$ cat src/rtl/cfg_seq_pkg.sv
package cfg_seq_pkg;

  typedef enum logic [2:0] {
    S_POR,
    S_CLEAR,
    S_HOLD,
    S_CONFIG,
    S_START,
    S_USER,
    S_PWRDN,
    S_RESUME
  } seq_state_e;

  typedef struct packed {
    logic done;
    logic init_n;
    logic hdc;
    logic ldc;
    logic oe;
    logic force_hi;
    logic grst;
    logic clr;
    logic user;
  } seq_out_t;

endpackage

$ cat src/rtl/cfg_sync2.sv
module cfg_sync2 #(
  parameter int                 WIDTH   = 1,
  parameter logic [WIDTH-1:0]   RST_VAL = '1
) (
  input  logic             clk,
  input  logic             rst,
  input  logic [WIDTH-1:0] d,
  output logic [WIDTH-1:0] q
);

  logic [WIDTH-1:0] stage1;

  always_ff @(posedge clk) begin
    if (rst) begin
      stage1 <= RST_VAL;
      q      <= RST_VAL;
    end else begin
      stage1 <= d;
      q      <= stage1;
    end
  end

endmodule

$ cat src/rtl/cfg_phase_timer.sv
module cfg_phase_timer #(
  parameter int W = 16
) (
  input  logic         clk,
  input  logic         rst,
  input  logic         restart,
  input  logic [W-1:0] limit_m1,
  output logic         expired
);

  logic [W-1:0] cnt;

  always_ff @(posedge clk) begin
    if (rst || restart) cnt <= '0;
    else                cnt <= cnt + 1'b1;
  end

  assign expired = (cnt == limit_m1);

endmodule

$ cat src/rtl/cfg_seq_fsm.sv
module cfg_seq_fsm
  import cfg_seq_pkg::*;
#(
  parameter int POR_SHORT_LOG2 = 14,
  parameter int POR_LONG_LOG2  = 16,
  parameter int CLEAR_CYCLES   = 8,
  parameter int RESUME_CYCLES  = 2,
  parameter bit DONE_BEFORE_OE = 1'b1,
  parameter int W              = 16
) (
  input  logic         clk,
  input  logic         rst,
  input  logic         rst_n_s,
  input  logic         pwr_ok_s,
  input  logic         prog_fall,
  input  logic         cfg_done,
  input  logic [2:0]   mode_i,
  input  logic         expired,
  output logic         restart,
  output logic [W-1:0] limit_m1,
  output logic [2:0]   mode_q,
  output seq_out_t     outs_q
);

  localparam logic [W-1:0] LIM_SHORT  = W'((64'd1 << POR_SHORT_LOG2) - 64'd1);
  localparam logic [W-1:0] LIM_LONG   = W'((64'd1 << POR_LONG_LOG2) - 64'd1);
  localparam logic [W-1:0] LIM_CLEAR  = W'(CLEAR_CYCLES - 1);
  localparam logic [W-1:0] LIM_RESUME = W'(RESUME_CYCLES - 1);

  seq_state_e state_q, state_d;
  logic       long_wait;

  function automatic seq_out_t decode(input seq_state_e s);
    seq_out_t o;
    o        = '0;
    o.hdc    = 1'b1;
    o.init_n = 1'b1;
    case (s)
      S_POR:   o.init_n = 1'b0;
      S_CLEAR: begin
        o.init_n = 1'b0;
        o.clr    = 1'b1;
      end
      S_START: begin
        o.done = DONE_BEFORE_OE;
        o.oe   = !DONE_BEFORE_OE;
        o.user = 1'b1;
      end
      S_USER: begin
        o.done = 1'b1;
        o.oe   = 1'b1;
        o.hdc  = 1'b0;
        o.ldc  = 1'b1;
        o.user = 1'b1;
      end
      S_PWRDN: begin
        o.hdc      = 1'b0;
        o.ldc      = 1'b1;
        o.force_hi = 1'b1;
        o.grst     = 1'b1;
      end
      S_RESUME: begin
        o.oe   = 1'b1;
        o.hdc  = 1'b0;
        o.ldc  = 1'b1;
        o.user = 1'b1;
      end
      default: ;
    endcase
    return o;
  endfunction

  // power-on wait length is latched from mode bit 0 while rst is held
  always_ff @(posedge clk) begin
    if (rst) long_wait <= !mode_i[0];
  end

  always_comb begin
    case (state_q)
      S_POR:    limit_m1 = long_wait ? LIM_LONG : LIM_SHORT;
      S_CLEAR:  limit_m1 = LIM_CLEAR;
      S_RESUME: limit_m1 = LIM_RESUME;
      default:  limit_m1 = '0;
    endcase
  end

  always_comb begin
    state_d = state_q;
    case (state_q)
      S_POR:    if (expired) state_d = S_CLEAR;
      S_CLEAR:  if (expired) state_d = S_HOLD;
      S_HOLD:   if (rst_n_s) state_d = S_CONFIG;
      S_CONFIG: begin
        if (!rst_n_s)      state_d = S_CLEAR;
        else if (cfg_done) state_d = S_START;
      end
      S_START:  state_d = S_USER;
      S_USER: begin
        if (!pwr_ok_s)      state_d = S_PWRDN;
        else if (prog_fall) state_d = S_CLEAR;
      end
      S_PWRDN:  if (pwr_ok_s) state_d = S_RESUME;
      S_RESUME: begin
        if (!pwr_ok_s)      state_d = S_PWRDN;
        else if (prog_fall) state_d = S_CLEAR;
        else if (expired)   state_d = S_USER;
      end
      default:  state_d = S_POR;
    endcase
  end

  assign restart = (state_d != state_q);

  always_ff @(posedge clk) begin
    if (rst) begin
      state_q <= S_POR;
      outs_q  <= decode(S_POR);
      mode_q  <= '0;
    end else begin
      state_q <= state_d;
      outs_q  <= decode(state_d);
      if (state_q == S_HOLD && state_d == S_CONFIG) mode_q <= mode_i;
    end
  end

  a_r1_init_low_in_por: assert property (@(posedge clk) disable iff (rst)
    (state_q == S_POR) |-> !outs_q.init_n);

  a_r3_hold_while_reset: assert property (@(posedge clk) disable iff (rst)
    (state_q == S_HOLD && !rst_n_s) |=> (state_q == S_HOLD));

  a_r4_mode_stable: assert property (@(posedge clk) disable iff (rst)
    (state_q != S_HOLD) |=> $stable(mode_q));

  a_r6_reinit_in_config: assert property (@(posedge clk) disable iff (rst)
    (state_q == S_CONFIG && !rst_n_s) |=> (state_q == S_CLEAR && outs_q.clr));

  a_r7_startup_order: assert property (@(posedge clk) disable iff (rst)
    (state_q == S_USER && $past(state_q) == S_START) |->
      ($past(outs_q.done) == DONE_BEFORE_OE && $past(outs_q.oe) != DONE_BEFORE_OE));

  a_r10_pwrdn_quiet: assert property (@(posedge clk) disable iff (rst)
    (state_q == S_PWRDN) |-> (!outs_q.oe && !outs_q.done && outs_q.force_hi && outs_q.grst));

  a_r11_resume_done_low: assert property (@(posedge clk) disable iff (rst)
    (state_q == S_RESUME) |-> (!outs_q.done && outs_q.oe));

endmodule

$ cat src/rtl/cfg_startup_seq.sv
module cfg_startup_seq
  import cfg_seq_pkg::*;
#(
  parameter int POR_SHORT_LOG2 = 14,
  parameter int POR_LONG_LOG2  = 16,
  parameter int CLEAR_CYCLES   = 8,
  parameter int RESUME_CYCLES  = 2,
  parameter bit DONE_BEFORE_OE = 1'b1
) (
  input  logic       clk,
  input  logic       rst,
  input  logic       reset_n,
  input  logic       pwrdwn_n,
  input  logic       done_prog_in,
  input  logic [2:0] mode,
  input  logic       config_complete,
  output logic [2:0] mode_sampled,
  output logic       done,
  output logic       init_n,
  output logic       hdc,
  output logic       ldc,
  output logic       outputs_enable,
  output logic       inputs_force_high,
  output logic       global_reset,
  output logic       clear_mem
);

  localparam int PW  = (POR_LONG_LOG2 > POR_SHORT_LOG2) ? POR_LONG_LOG2 : POR_SHORT_LOG2;
  localparam int CLW = $clog2(CLEAR_CYCLES + 1);
  localparam int RSW = $clog2(RESUME_CYCLES + 1);
  localparam int W0  = (PW > CLW) ? PW : CLW;
  localparam int W   = (W0 > RSW) ? W0 : RSW;

  logic [2:0]   pins_s;
  logic         rst_n_s, pwr_ok_s, prog_s, prog_d, prog_fall;
  logic         restart, expired;
  logic [W-1:0] limit_m1;
  seq_out_t     outs;

  cfg_sync2 #(.WIDTH(3), .RST_VAL(3'b111)) u_sync (
    .clk (clk),
    .rst (rst),
    .d   ({reset_n, pwrdwn_n, done_prog_in}),
    .q   (pins_s)
  );

  assign rst_n_s  = pins_s[2];
  assign pwr_ok_s = pins_s[1];
  assign prog_s   = pins_s[0];

  always_ff @(posedge clk) begin
    if (rst) prog_d <= 1'b1;
    else     prog_d <= prog_s;
  end

  assign prog_fall = prog_d & ~prog_s;

  cfg_phase_timer #(.W(W)) u_timer (
    .clk      (clk),
    .rst      (rst),
    .restart  (restart),
    .limit_m1 (limit_m1),
    .expired  (expired)
  );

  cfg_seq_fsm #(
    .POR_SHORT_LOG2 (POR_SHORT_LOG2),
    .POR_LONG_LOG2  (POR_LONG_LOG2),
    .CLEAR_CYCLES   (CLEAR_CYCLES),
    .RESUME_CYCLES  (RESUME_CYCLES),
    .DONE_BEFORE_OE (DONE_BEFORE_OE),
    .W              (W)
  ) u_fsm (
    .clk       (clk),
    .rst       (rst),
    .rst_n_s   (rst_n_s),
    .pwr_ok_s  (pwr_ok_s),
    .prog_fall (prog_fall),
    .cfg_done  (config_complete),
    .mode_i    (mode),
    .expired   (expired),
    .restart   (restart),
    .limit_m1  (limit_m1),
    .mode_q    (mode_sampled),
    .outs_q    (outs)
  );

  assign done              = outs.done;
  assign init_n            = outs.init_n;
  assign hdc               = outs.hdc;
  assign ldc               = outs.ldc;
  assign outputs_enable    = outs.oe;
  assign inputs_force_high = outs.force_hi;
  assign clear_mem         = outs.clr;
  // user-phase reset acts without waiting for a clock edge
  assign global_reset      = outs.grst | (outs.user & ~reset_n);

endmodule

$ cat config.mk
export PLATFORM = sky130hd
export DESIGN_NAME = cfg_startup_seq
export DESIGN_NICKNAME = d
export VERILOG_FILES = /design/src/rtl/cfg_seq_pkg.sv /design/src/rtl/cfg_sync2.sv /design/src/rtl/cfg_phase_timer.sv /design/src/rtl/cfg_seq_fsm.sv /design/src/rtl/cfg_startup_seq.sv
export SDC_FILE = /design/constraint.sdc
export NUM_CORES = 1
export LEC_CHECK = 0
export BUFFER_PORTS_ARGS = -buffer_cell sky130_fd_sc_hd__buf_2
export CAP_MARGIN = 10
export CORE_MARGIN = 3
export CORE_UTILIZATION = 30
export CTS_BUF_LIST = sky130_fd_sc_hd__clkbuf_8
export CTS_CLUSTER_SIZE = 14
export DETAILED_ROUTE_END_ITERATION = 12
export PLACE_DENSITY = 0.46
export SLEW_MARGIN = 40
export SYNTH_ARGS = -nofsm -noshare
export SYNTH_HDL_FRONTEND = slang
export SYNTH_SLANG_ARGS = --single-unit
$ cat constraint.sdc
create_clock -name clk -period 2.5 [get_ports clk]
set_clock_uncertainty 0.05 [all_clocks]
set_input_delay 0.125 -clock clk [delete_from_list [all_inputs] [get_ports clk]]
set_output_delay 0.125 -clock clk [all_outputs]
set_load 0.02 [all_outputs]
==> impl_metrics.yaml, run 1 <==
grt:
  first_pass_grt_wire_length_um: 6886
  first_global_vias: 1394
  gr_usage_total_pct: 11.85
  overall_overflow_remaining_after_global_route: 0
  grt_start_max_net_pins: 18
  antenna_found_initial: 0
timing:
  report.final.hold_viol_count: 0
  finalCritPeriodShare_pct: 90.44
  tightestPinTransition_ns: 0.7732
  timing.max_slew.rel_slack_pct: 48.46
  setup_total_negative_slack_ns: 0
  achievable-frequency_mhz: 442.3
  min_period_ns: 2.261
  slew_violations: 0
  setup_viol_count_final: 0
  rsz0062_at_grt: "no"
placed_design:
  globalplace.congestion: 0.7712
  io_buffers: 19
  placed_cell_area_mm2: 0.002067
  hpwlAfterDp_um: 2786
pwr:
  p_per_area_mw_per_mm2: 495.2
  static-leakage-power_nw: 0.7742
  ir_drop_mv: 0.2777
floorplanning:
  chipWidth_um: 85.44
  floorplan.io_pins: 20
  coreArea_mm2: 0.006026
  fp.dieArea_mm2: 0.007299
  die_height_um: 85.44
  floorplan.initialDensity_pct: 31.42
  num_rows: 28
routing:
  wl_per_cell_um: 13.46
  antenna_left: 0
  first_iter_violations: 81
  avgViaCountPerCell: 4.983
  firstDrtPassIters: 4
  aggregate_routed_wire_length_um: 3904
  vias_post_dr: 1445
  route.detailed.drc: 0
finish:
  layout_commonest_cell: "sky130_fd_sc_hd__dfxtp_1"
  layout-drive-gt1-share_pct: 26.51
  final_cell_area_mm2: 0.002180
  fin_nets: 226
  areaGrowthSynthToFinish_pct: 15.14
  n_fill_cell: 624
  mostFrequentLayoutCells: "37 x sky130_fd_sc_hd__dfxtp_1, 19 x sky130_fd_sc_hd__nor2_1, 19 x sky130_fd_sc_hd__buf_2"
  antenna_cells_inserted: 0
worst_setup_path:
  worst-endpoint-required_ns: 2.57
  worst-path-max-fanout: 16
  startpoint_type: "flop"
  cp_class: "flop to flop"
  critPathCaptureType: "flop"
  timing.critical_path.arrival_ns: 2.34
clock_tree:
  tritoncts: "done"
  cts-root-to-sink-buffers: 2
  cts_repair_resize_count: 0
  cts_root_buf: "sky130_fd_sc_hd__clkbuf_8"
  worst_skew_pair.late_latency_ns: 0.28
  clock_transition_at_the_registers_of_the_reported_paths_ns: 0.07
  clkSinkCount: 38
  htree_num_levels: 2
  cts_setup_buffers: 0
  cts-buffers-inserted: 5
yosys:
  synth_compound_gate_area_share_pct: 22.67
  ys_types: 53
  synth_top_area_share_pct: 39.13
  synth.area.mux_share_pct: 1.586
  number_of_flops_mapped_to_enable_cells_by_yosys: 1
  sequential_cell_area_fraction_in_the_yosys_report_pct: 40.71
  synth_top_cells_by_area: "sky130_fd_sc_hd__dfxtp_1 39%, sky130_fd_sc_hd__a2111oi_2 7.9%, sky130_fd_sc_hd__xnor2_1 5.6%"
  yosys.area_share.adder_pct: 0.6609
  synth_simple_gate_area_share_pct: 21.88
  synth_flop_cell: "sky130_fd_sc_hd__dfxtp_1"
  post_synth_instance_area_mm2: 0.001893
  postSynthCellCount: 190
  synth-seq-cells: 38
  synthesis.nets: 200
  synth_area_leader_cell: "sky130_fd_sc_hd__dfxtp_1"
  asyncSetResetFlopFracSynth_pct: 0
  yosys_warnings: 0
  post_synth.cell_area_avg_um2: 9.964
  fraction_of_synthesized_cell_area_in_xor_and_xnor_cells_pct: 6.477
  synth_top_family_by_area: "compound AO/OA/AOI/OAI gates"
run:
  timing.max_cap.violations: 0
status:
  status: "finished clean"
hold_path:
  min_path_type: "primary input to flop"
==> per-stage QoR <==
stage	hold WS (ns)	util [%]	instances	setup slack (ns)	power, mW
floorplan	0.1788	-	190	0.3407	0.6697
global placement	0.2582	34.30	281	0.2502	0.6861
detailed placement	0.2616	34.30	281	0.2646	0.6847
CTS	0.02177	36.17	290	0.2484	1.097
global route	0.03533	36.17	290	0.05560	1.133
finish	0.03151	36.17	290	0.2389	1.079
==> power by group <==
| group | switching, mW | internal [mW] |
|---|---|---|
| Sequential | 0.0105 | 0.619 |
| Combinational | 0.0220 | 0.0235 |
| Clock | 0.192 | 0.213 |
==> routing by layer <==
| metal | track usage, % | routed length (um) | vias up |
|---|---|---|---|
| met5 | 0 | 0 | - |
| met4 | 3.022 | 41 | 0 |
| met3 | 4.078 | 115 | 4 |
| met2 | 17.37 | 1696 | 24 |
| met1 | 16.58 | 2050 | 662 |
| li1 | - | - | 755 |
==> cells in the mapped netlist (all sizes together) (3+ instances only) <==
| master | n |
|---|---|
| or3 | 3 |
| and3 | 7 |
| nand2 | 3 |
| dfxtp | 37 |
| buf | 6 |
| nor2 | 19 |
| mux2i | 3 |
| nor3 | 4 |
| or2 | 9 |
| o21ai | 6 |
| clkbuf | 4 |
| nand3 | 8 |
| inv | 9 |
| nor4 | 6 |
| xnor2 | 12 |
| a2111oi | 17 |
==> critical path, cell delays in order (launching register included) <==
cell and delay, ns:
sky130_fd_sc_hd__dfxtp_1 0.37, sky130_fd_sc_hd__or4_4 0.55, sky130_fd_sc_hd__o21ai_1 0.16, sky130_fd_sc_hd__nand3_1 0.23
sky130_fd_sc_hd__a2111oi_4 0.46, sky130_fd_sc_hd__buf_12 0.21, sky130_fd_sc_hd__a2111oi_1 0.07
==> cells by family (layout without fill, tap and decap cells) <==
kind of cell | Yosys count | after routing
simple gates | 73 | 73
compound gates | 42 | 42
flops | 38 | 38
buf+inv | 19 | 44
xor+xnor | 14 | 14
mux | 3 | 3
fa+ha+maj | 1 | 1
==> final timing paths <==
| path | start | endpoint | slack [ns] | depth (start not counted) |
|---|---|---|---|---|
| setup / recovery | u_timer.cnt[3]$_SDFF_PP0_ | u_timer.cnt[6]$_SDFF_PP0_ | 0.24 | 6 |
| hold reg to reg | u_sync.stage1[1]$_SDFF_PP1_ | u_sync.q[1]$_SDFF_PP1_ | 0.36 | 1 |
| setup reg to reg | u_timer.cnt[3]$_SDFF_PP0_ | u_timer.cnt[6]$_SDFF_PP0_ | 0.24 | 6 |
| hold / removal | mode[2] | u_fsm.mode_q[2]$_SDFFE_PP0P_ | 0.03 | 3 |
==> registers in the layout, summed over array words and instances (netlist names) <==
name             flops
prog_d               1
u_fsm.long_wait      1
u_fsm.mode_q         3
u_fsm.outs_q         8
u_fsm.state_q        3
u_sync.q             3
u_sync.stage1        3
u_timer.cnt         16
==> area by class of cell <==
cell class              count  area [um2]  share of cell area, %
multi-input cells         133        1008                  46.27
clock buffers               6       82.58                  3.789
inverters                   9       33.78                  1.550
repair buffers             29       190.2                  8.726
flip-flops and latches     38       770.7                  35.36
well taps                  75       93.84                  4.305
==> what timing repair did <==
action | CTS | global route
endpoints found under the setup margin | 0 | 0
hold buffers | 3 | 0
hold endpoints to repair | 3 | 0
Note: power is estimated with default switching activity, not from simulation.
==> run 2: changes to the inputs <==
--- a/config.mk
+++ b/config.mk
@@ -13,7 +13,9 @@
 export CTS_CLUSTER_SIZE = 14
 export DETAILED_ROUTE_END_ITERATION = 12
 export PLACE_DENSITY = 0.46
+export SETUP_SLACK_MARGIN = 0.4
 export SLEW_MARGIN = 40
 export SYNTH_ARGS = -nofsm -noshare
 export SYNTH_HDL_FRONTEND = slang
 export SYNTH_SLANG_ARGS = --single-unit
+export TNS_END_PERCENT = 30
==> impl_metrics.yaml, run 2 (synthesized netlist as in run 1, its figures left out) <==
floorplanning:
  floorplan.io_pins: 20
  die_height_um: 85.44
  coreArea_mm2: 0.006026
  floorplan.initialDensity_pct: 31.42
  num_rows: 28
  chipWidth_um: 85.44
  fp.dieArea_mm2: 0.007299
timing:
  timing.max_slew.rel_slack_pct: 71.16
  setup_viol_count_final: 0
  timing.hold.ws_ns: 0.01998
  worst_slack_ns: 0.3833
  slew_violations: 0
  min_period_ns: 2.117
  setup_total_negative_slack_ns: 0
  finalCritPeriodShare_pct: 84.67
  achievable-frequency_mhz: 472.4
  report.final.hold_viol_count: 0
  rsz0062_at_grt: "yes"
  tightestPinTransition_ns: 0.4306
finish:
  largest_register_ff_count: 16
  fin_nets: 243
  antenna_cells_inserted: 0
  n_fill_cell: 597
  areaGrowthSynthToFinish_pct: 43.29
  layout-drive-gt1-share_pct: 42.74
  reg_top3: "u_timer.cnt x16, u_fsm.outs_q x8"
  register_with_the_highest_flop_count: "u_timer.cnt"
  layout_commonest_cell: "sky130_fd_sc_hd__dfxtp_1"
  mostFrequentLayoutCells: "29 x sky130_fd_sc_hd__dfxtp_1, 19 x sky130_fd_sc_hd__buf_2, 18 x sky130_fd_sc_hd__nor2_1"
clock_tree:
  worst_skew_pair.late_latency_ns: 0.29
  htree_num_levels: 2
  clock_transition_at_the_registers_of_the_reported_paths_ns: 0.08
  clkSinkCount: 38
  cts-buffers-inserted: 5
  cts-root-to-sink-buffers: 2
  tritoncts: "done"
  cts_root_buf: "sky130_fd_sc_hd__clkbuf_8"
pwr:
  static-leakage-power_nw: 0.9335
  power_frac_comb_pct: 6.6
  sequentialPowerShare_pct: 57.0
  switching_share_pct: 23.33
  switching_power_mw: 0.2559
  power_mw: 1.097
  p_per_area_mw_per_mm2: 404.5
  power.share.clock_pct: 36.4
  ir_drop_mv: 0.2110
  cell_internal_pwr_mw: 0.8412
grt:
  gr_usage_total_pct: 13.36
  grt_start_max_net_pins: 18
  antenna_found_initial: 0
  overall_overflow_remaining_after_global_route: 0
  first_global_vias: 1610
  first_pass_grt_wire_length_um: 7665
placed_design:
  globalplace.congestion: 0.8304
  io_buffers: 19
  hpwlAfterDp_um: 3168
  preCtsSetupSlack_ns: 0.07581
routing:
  avgViaCountPerCell: 5.204
  firstDrtPassIters: 4
  antenna_left: 0
  aggregate_routed_wire_length_um: 4639
  vias_post_dr: 1608
  wl_per_cell_um: 15.01
  route.detailed.drc: 0
  first_iter_violations: 91
worst_setup_path:
  rr_startpoint: "u_fsm.state_q[2]$_SDFF_PP0_"
  critPathCaptureType: "flop"
  cp_slowest_cell: "sky130_fd_sc_hd__dfxtp_4"
  startpoint_type: "flop"
  critical_path.max_stage_delay_ns: 0.36
  worst-path-max-fanout: 16
  path_cells: "buf_4, nand2b_1, o21ai_0, o2bb2ai_1, o211ai_1, buf_12, a2111oi_4"
  timing.critical_path.arrival_ns: 2.24
  cp_class: "flop to flop"
  setup.worst_path.start: "u_fsm.state_q[2]$_SDFF_PP0_"
  worst-endpoint-required_ns: 2.63
run:
  timing.max_cap.violations: 0
status:
  status: "finished clean"
hold_path:
  min_path_type: "primary input to flop"
  hold_path.startpoint: "mode[1]"
[run 2: critical path, delay by kind of cell, from the launching register on]
| kind | cells | cell delay [ns] |
|---|---|---|
| buffers and inverters | 2 | 0.39 |
| and+or+nand+nor | 1 | 0.17 |
| AOI/OAI and AO/OA | 4 | 1.02 |
| DFF | 1 | 0.36 |
[run 2: power by group through the flow]
stage | clock network (mW) | registers, mW | logic [mW]
after global routing | 0.445 | 0.628 | 0.0794
after CTS | 0.418 | 0.625 | 0.0713
final | 0.399 | 0.626 | 0.0721
after detailed placement | 0 | 0.643 | 0.0569
after global placement | 0 | 0.642 | 0.0562
after floorplan | 0 | 0.640 | 0.0373
[run 2: path summary, 6_finish.rpt]
path	end	slack, ns	cells past startpoint
hold reg to reg	u_sync.q[2]$_SDFF_PP1_	0.36	1
setup / recovery	u_timer.cnt[2]$_SDFF_PP0_	0.38	7
hold / removal	u_fsm.mode_q[1]$_SDFFE_PP0P_	0.02	3
setup reg to reg	u_timer.cnt[2]$_SDFF_PP0_	0.38	7
[run 2: layout make-up]
| class | count | area, um2 | area share [%] |
|---|---|---|---|
| timing repair buffer | 46 | 407.9 | 15.04 |
| sequential | 38 | 793.3 | 29.24 |
| clock inverter | 3 | 13.76 | 0.5074 |
| inverter | 9 | 33.78 | 1.245 |
| tap | 75 | 93.84 | 3.459 |
| multi-input combinational | 133 | 1301 | 47.97 |
| clock buffer | 5 | 68.82 | 2.537 |
[run 2: layer usage]
metal  wire length, um  up-vias  GRT usage [%]  share of wire [%]
met5                 0        -              0                  0
li1                  -      798              -                  -
met4                28        0          3.597               0.60
met1              2190      779          16.66                 47
met3               160        2          3.786                3.4
met2              2259       29          22.53                 49
[run 2: what timing repair did]
item | 4_1_cts | 5_1_grt
cloned | 2 | 0
gates resized for setup | 35 | 3
endpoints found under the setup margin | 17 | 18
buffers inserted | 11 | 1
pin swaps | 12 | 8
hold buffers | 3 | 0
hold endpoints to repair | 3 | 0
[run 2: per-stage QoR]
| step | cells | instance area, um2 | utilization, % |
|---|---|---|---|
| final | 309 | 2713 | 45.02 |
| after global routing | 309 | 2713 | 45.02 |
| after CTS | 308 | 2680 | 44.48 |
| after detailed placement | 284 | 2253 | 37.40 |
| after global placement | 284 | 2253 | 37.40 |
| after floorplan | 190 | 2046 | - |
==> run 3: changes to the inputs <==
==> constraint.sdc (replaced) <==
create_clock -name clk -period 2 [get_ports clk]
set_clock_uncertainty 0.05 [all_clocks]
set_input_delay 0.1 -clock clk [delete_from_list [all_inputs] [get_ports clk]]
set_output_delay 0.1 -clock clk [all_outputs]
set_load 0.02 [all_outputs]
==> impl_metrics.yaml, run 3 (synthesized netlist as in run 1, its figures left out) <==
worst_setup_path:
  crit_path_frequent_cell: "sky130_fd_sc_hd__buf_6"
  timing.critical_path.arrival_ns: 2.39
  worst-endpoint-required_ns: 2.14
  cp_slowest_cell: "sky130_fd_sc_hd__or3_4"
  critical_path.max_stage_delay_ns: 0.40
  path_cells: "buf_6, and3_4, a32o_2, o2111a_1, or3_4, buf_8, buf_6, a2111oi_4"
  crit_buf_inv: 3
  startpoint_type: "flop"
  cp_class: "flop to flop"
  critPathCaptureType: "flop"
  critical_path.top_delay_family: "compound AO/OA/AOI/OAI gates"
  worst-path-max-fanout: 6
grt:
  busiest_layer: "met2"
  first_global_vias: 1886
  grt.met2_usage_pct: 28.46
  overall_overflow_remaining_after_global_route: 0
  grt_start_max_net_pins: 18
  antenna_found_initial: 0
  grt_util_met1_pct: 20.22
  groute.layer.met3.usage_pct: 3.204
  gr_usage_total_pct: 16.37
  first_pass_grt_wire_length_um: 9418
timing:
  report.final.hold_viol_count: 0
  timing.hold.ws_ns: 0.003195
  achievable-frequency_mhz: 444.7
  min_period_ns: 2.249
  setup_viol_count_final: 22
  rsz0062_at_grt: "yes"
  slew_violations: 0
  setup_total_negative_slack_ns: -3.564
  finalCritPeriodShare_pct: 112.4
  timing.max_slew.rel_slack_pct: 72.46
  worst_slack_ns: -0.2489
  tightestPinTransition_ns: 0.4131
pwr:
  ir_drop_mv: 0.2711
  power_mw: 1.538
  sequentialPowerShare_pct: 50.5
  power.share.clock_pct: 42.6
  switching_share_pct: 22.51
  static-leakage-power_nw: 1.178
  power_frac_comb_pct: 6.9
  switching_power_mw: 0.3462
  p_per_area_mw_per_mm2: 502.1
  cell_internal_pwr_mw: 1.192
routing:
  vias_post_dr: 1805
  avgViaCountPerCell: 5.042
  firstDrtPassIters: 4
  first_iter_violations: 65
  aggregate_routed_wire_length_um: 5643
  route.detailed.drc: 0
  antenna_left: 0
  wl_per_cell_um: 15.76
run:
  timing.max_cap.violations: 0
clock_tree:
  clock_transition_at_the_registers_of_the_reported_paths_ns: 0.08
  clkSinkCount: 38
  tritoncts: "done"
  cts-root-to-sink-buffers: 2
  htree_num_levels: 2
  cts_root_buf: "sky130_fd_sc_hd__clkbuf_8"
  worst_skew_pair.late_latency_ns: 0.30
  cts-buffers-inserted: 5
floorplanning:
  floorplan.initialDensity_pct: 31.42
  chipWidth_um: 85.44
  coreArea_mm2: 0.006026
  fp.dieArea_mm2: 0.007299
  floorplan.io_pins: 20
  num_rows: 28
  die_height_um: 85.44
placed_design:
  hpwlAfterDp_um: 4032
  placed_cells: 337
  io_buffers: 19
  globalplace.congestion: 0.8013
finish:
  finish.utilization_pct: 50.83
  reg_top3: "u_timer.cnt x16, u_fsm.outs_q x8"
  layout_commonest_cell: "sky130_fd_sc_hd__buf_4"
  largest_register_ff_count: 16
  antenna_cells_inserted: 0
  final-instance-count-excl-fill: 358
  register_with_the_highest_flop_count: "u_timer.cnt"
  areaGrowthSynthToFinish_pct: 61.80
  fin_nets: 292
  layout-drive-gt1-share_pct: 54.06
  mostFrequentLayoutCells: "52 x sky130_fd_sc_hd__buf_4, 33 x sky130_fd_sc_hd__dfxtp_1, 19 x sky130_fd_sc_hd__buf_2"
hold_path:
  min_path_type: "primary input to flop"
status:
  status: "finished, violations left"
  failed_checks: "setup timing"
-- run 3: cell type report --
type	instances	area [um2]
Clock buffer	5	68.82
Clock inverter	3	40.04
Fill cell	567	2963
Inverter	9	36.28
Multi-Input combinational cell	133	1252
Sequential cell	38	783.3
Tap cell	75	93.84
Timing Repair Buffer	95	788.3
-- run 3: power groups by stage --
stage,logic [mW],registers [mW],clock network [mW]
after floorplan,0.0466,0.800,0
after global placement,0.0909,0.798,0
after detailed placement,0.0943,0.798,0
after CTS,0.105,0.778,0.672
after global routing,0.115,0.778,0.709
final,0.106,0.777,0.655
-- run 3: worst reg2reg max path: cells and delay by family (launching register included) --
family,cells,cell delay [ns]
DFF,1,0.36
and+or+nand+nor,2,0.57
buffers and inverters,3,0.41
AOI/OAI and AO/OA,3,0.76
-- run 3: worst paths after layout --
path / start / slack [ns] / cells past startpoint / endpoint
min reg2reg: u_sync.stage1[1]$_SDFF_PP1_ / 0.36 / 1 / u_sync.q[1]$_SDFF_PP1_
max: u_fsm.state_q[0]$_SDFF_PP0_ / -0.25 / 8 / u_timer.cnt[0]$_SDFF_PP0_
min: mode[1] / 0.003 / 3 / u_fsm.mode_q[1]$_SDFFE_PP0P_
max reg2reg: u_fsm.state_q[0]$_SDFF_PP0_ / -0.25 / 8 / u_timer.cnt[0]$_SDFF_PP0_
-- run 3: through the flow --
stage | worst slack [ns] | area, um2
after global placement | -0.5644 | 2656
after floorplan | -0.1015 | 2046
after global routing | -0.2980 | 3063
final | -0.2489 | 3063
after CTS | -0.2383 | 3014
after detailed placement | -0.4078 | 2664
-- run 3: metal layers --
| metal | wire length (um) | share of wire, % | vias to the layer above |
|---|---|---|---|
| met5 | 0 | 0 | - |
| met4 | 78 | 1.4 | 0 |
| met3 | 157 | 2.8 | 5 |
| met2 | 2806 | 50 | 27 |
| met1 | 2602 | 46 | 878 |
| li1 | - | - | 895 |
-- run 3: what timing repair did --
action                     CTS  global route
setup buffers                6             1
hold endpoints to repair     5             0
setup endpoints to repair   27            27
pin swaps                    7             1
resized for setup           40            10
cloned                       1             0
hold buffers                 5             0
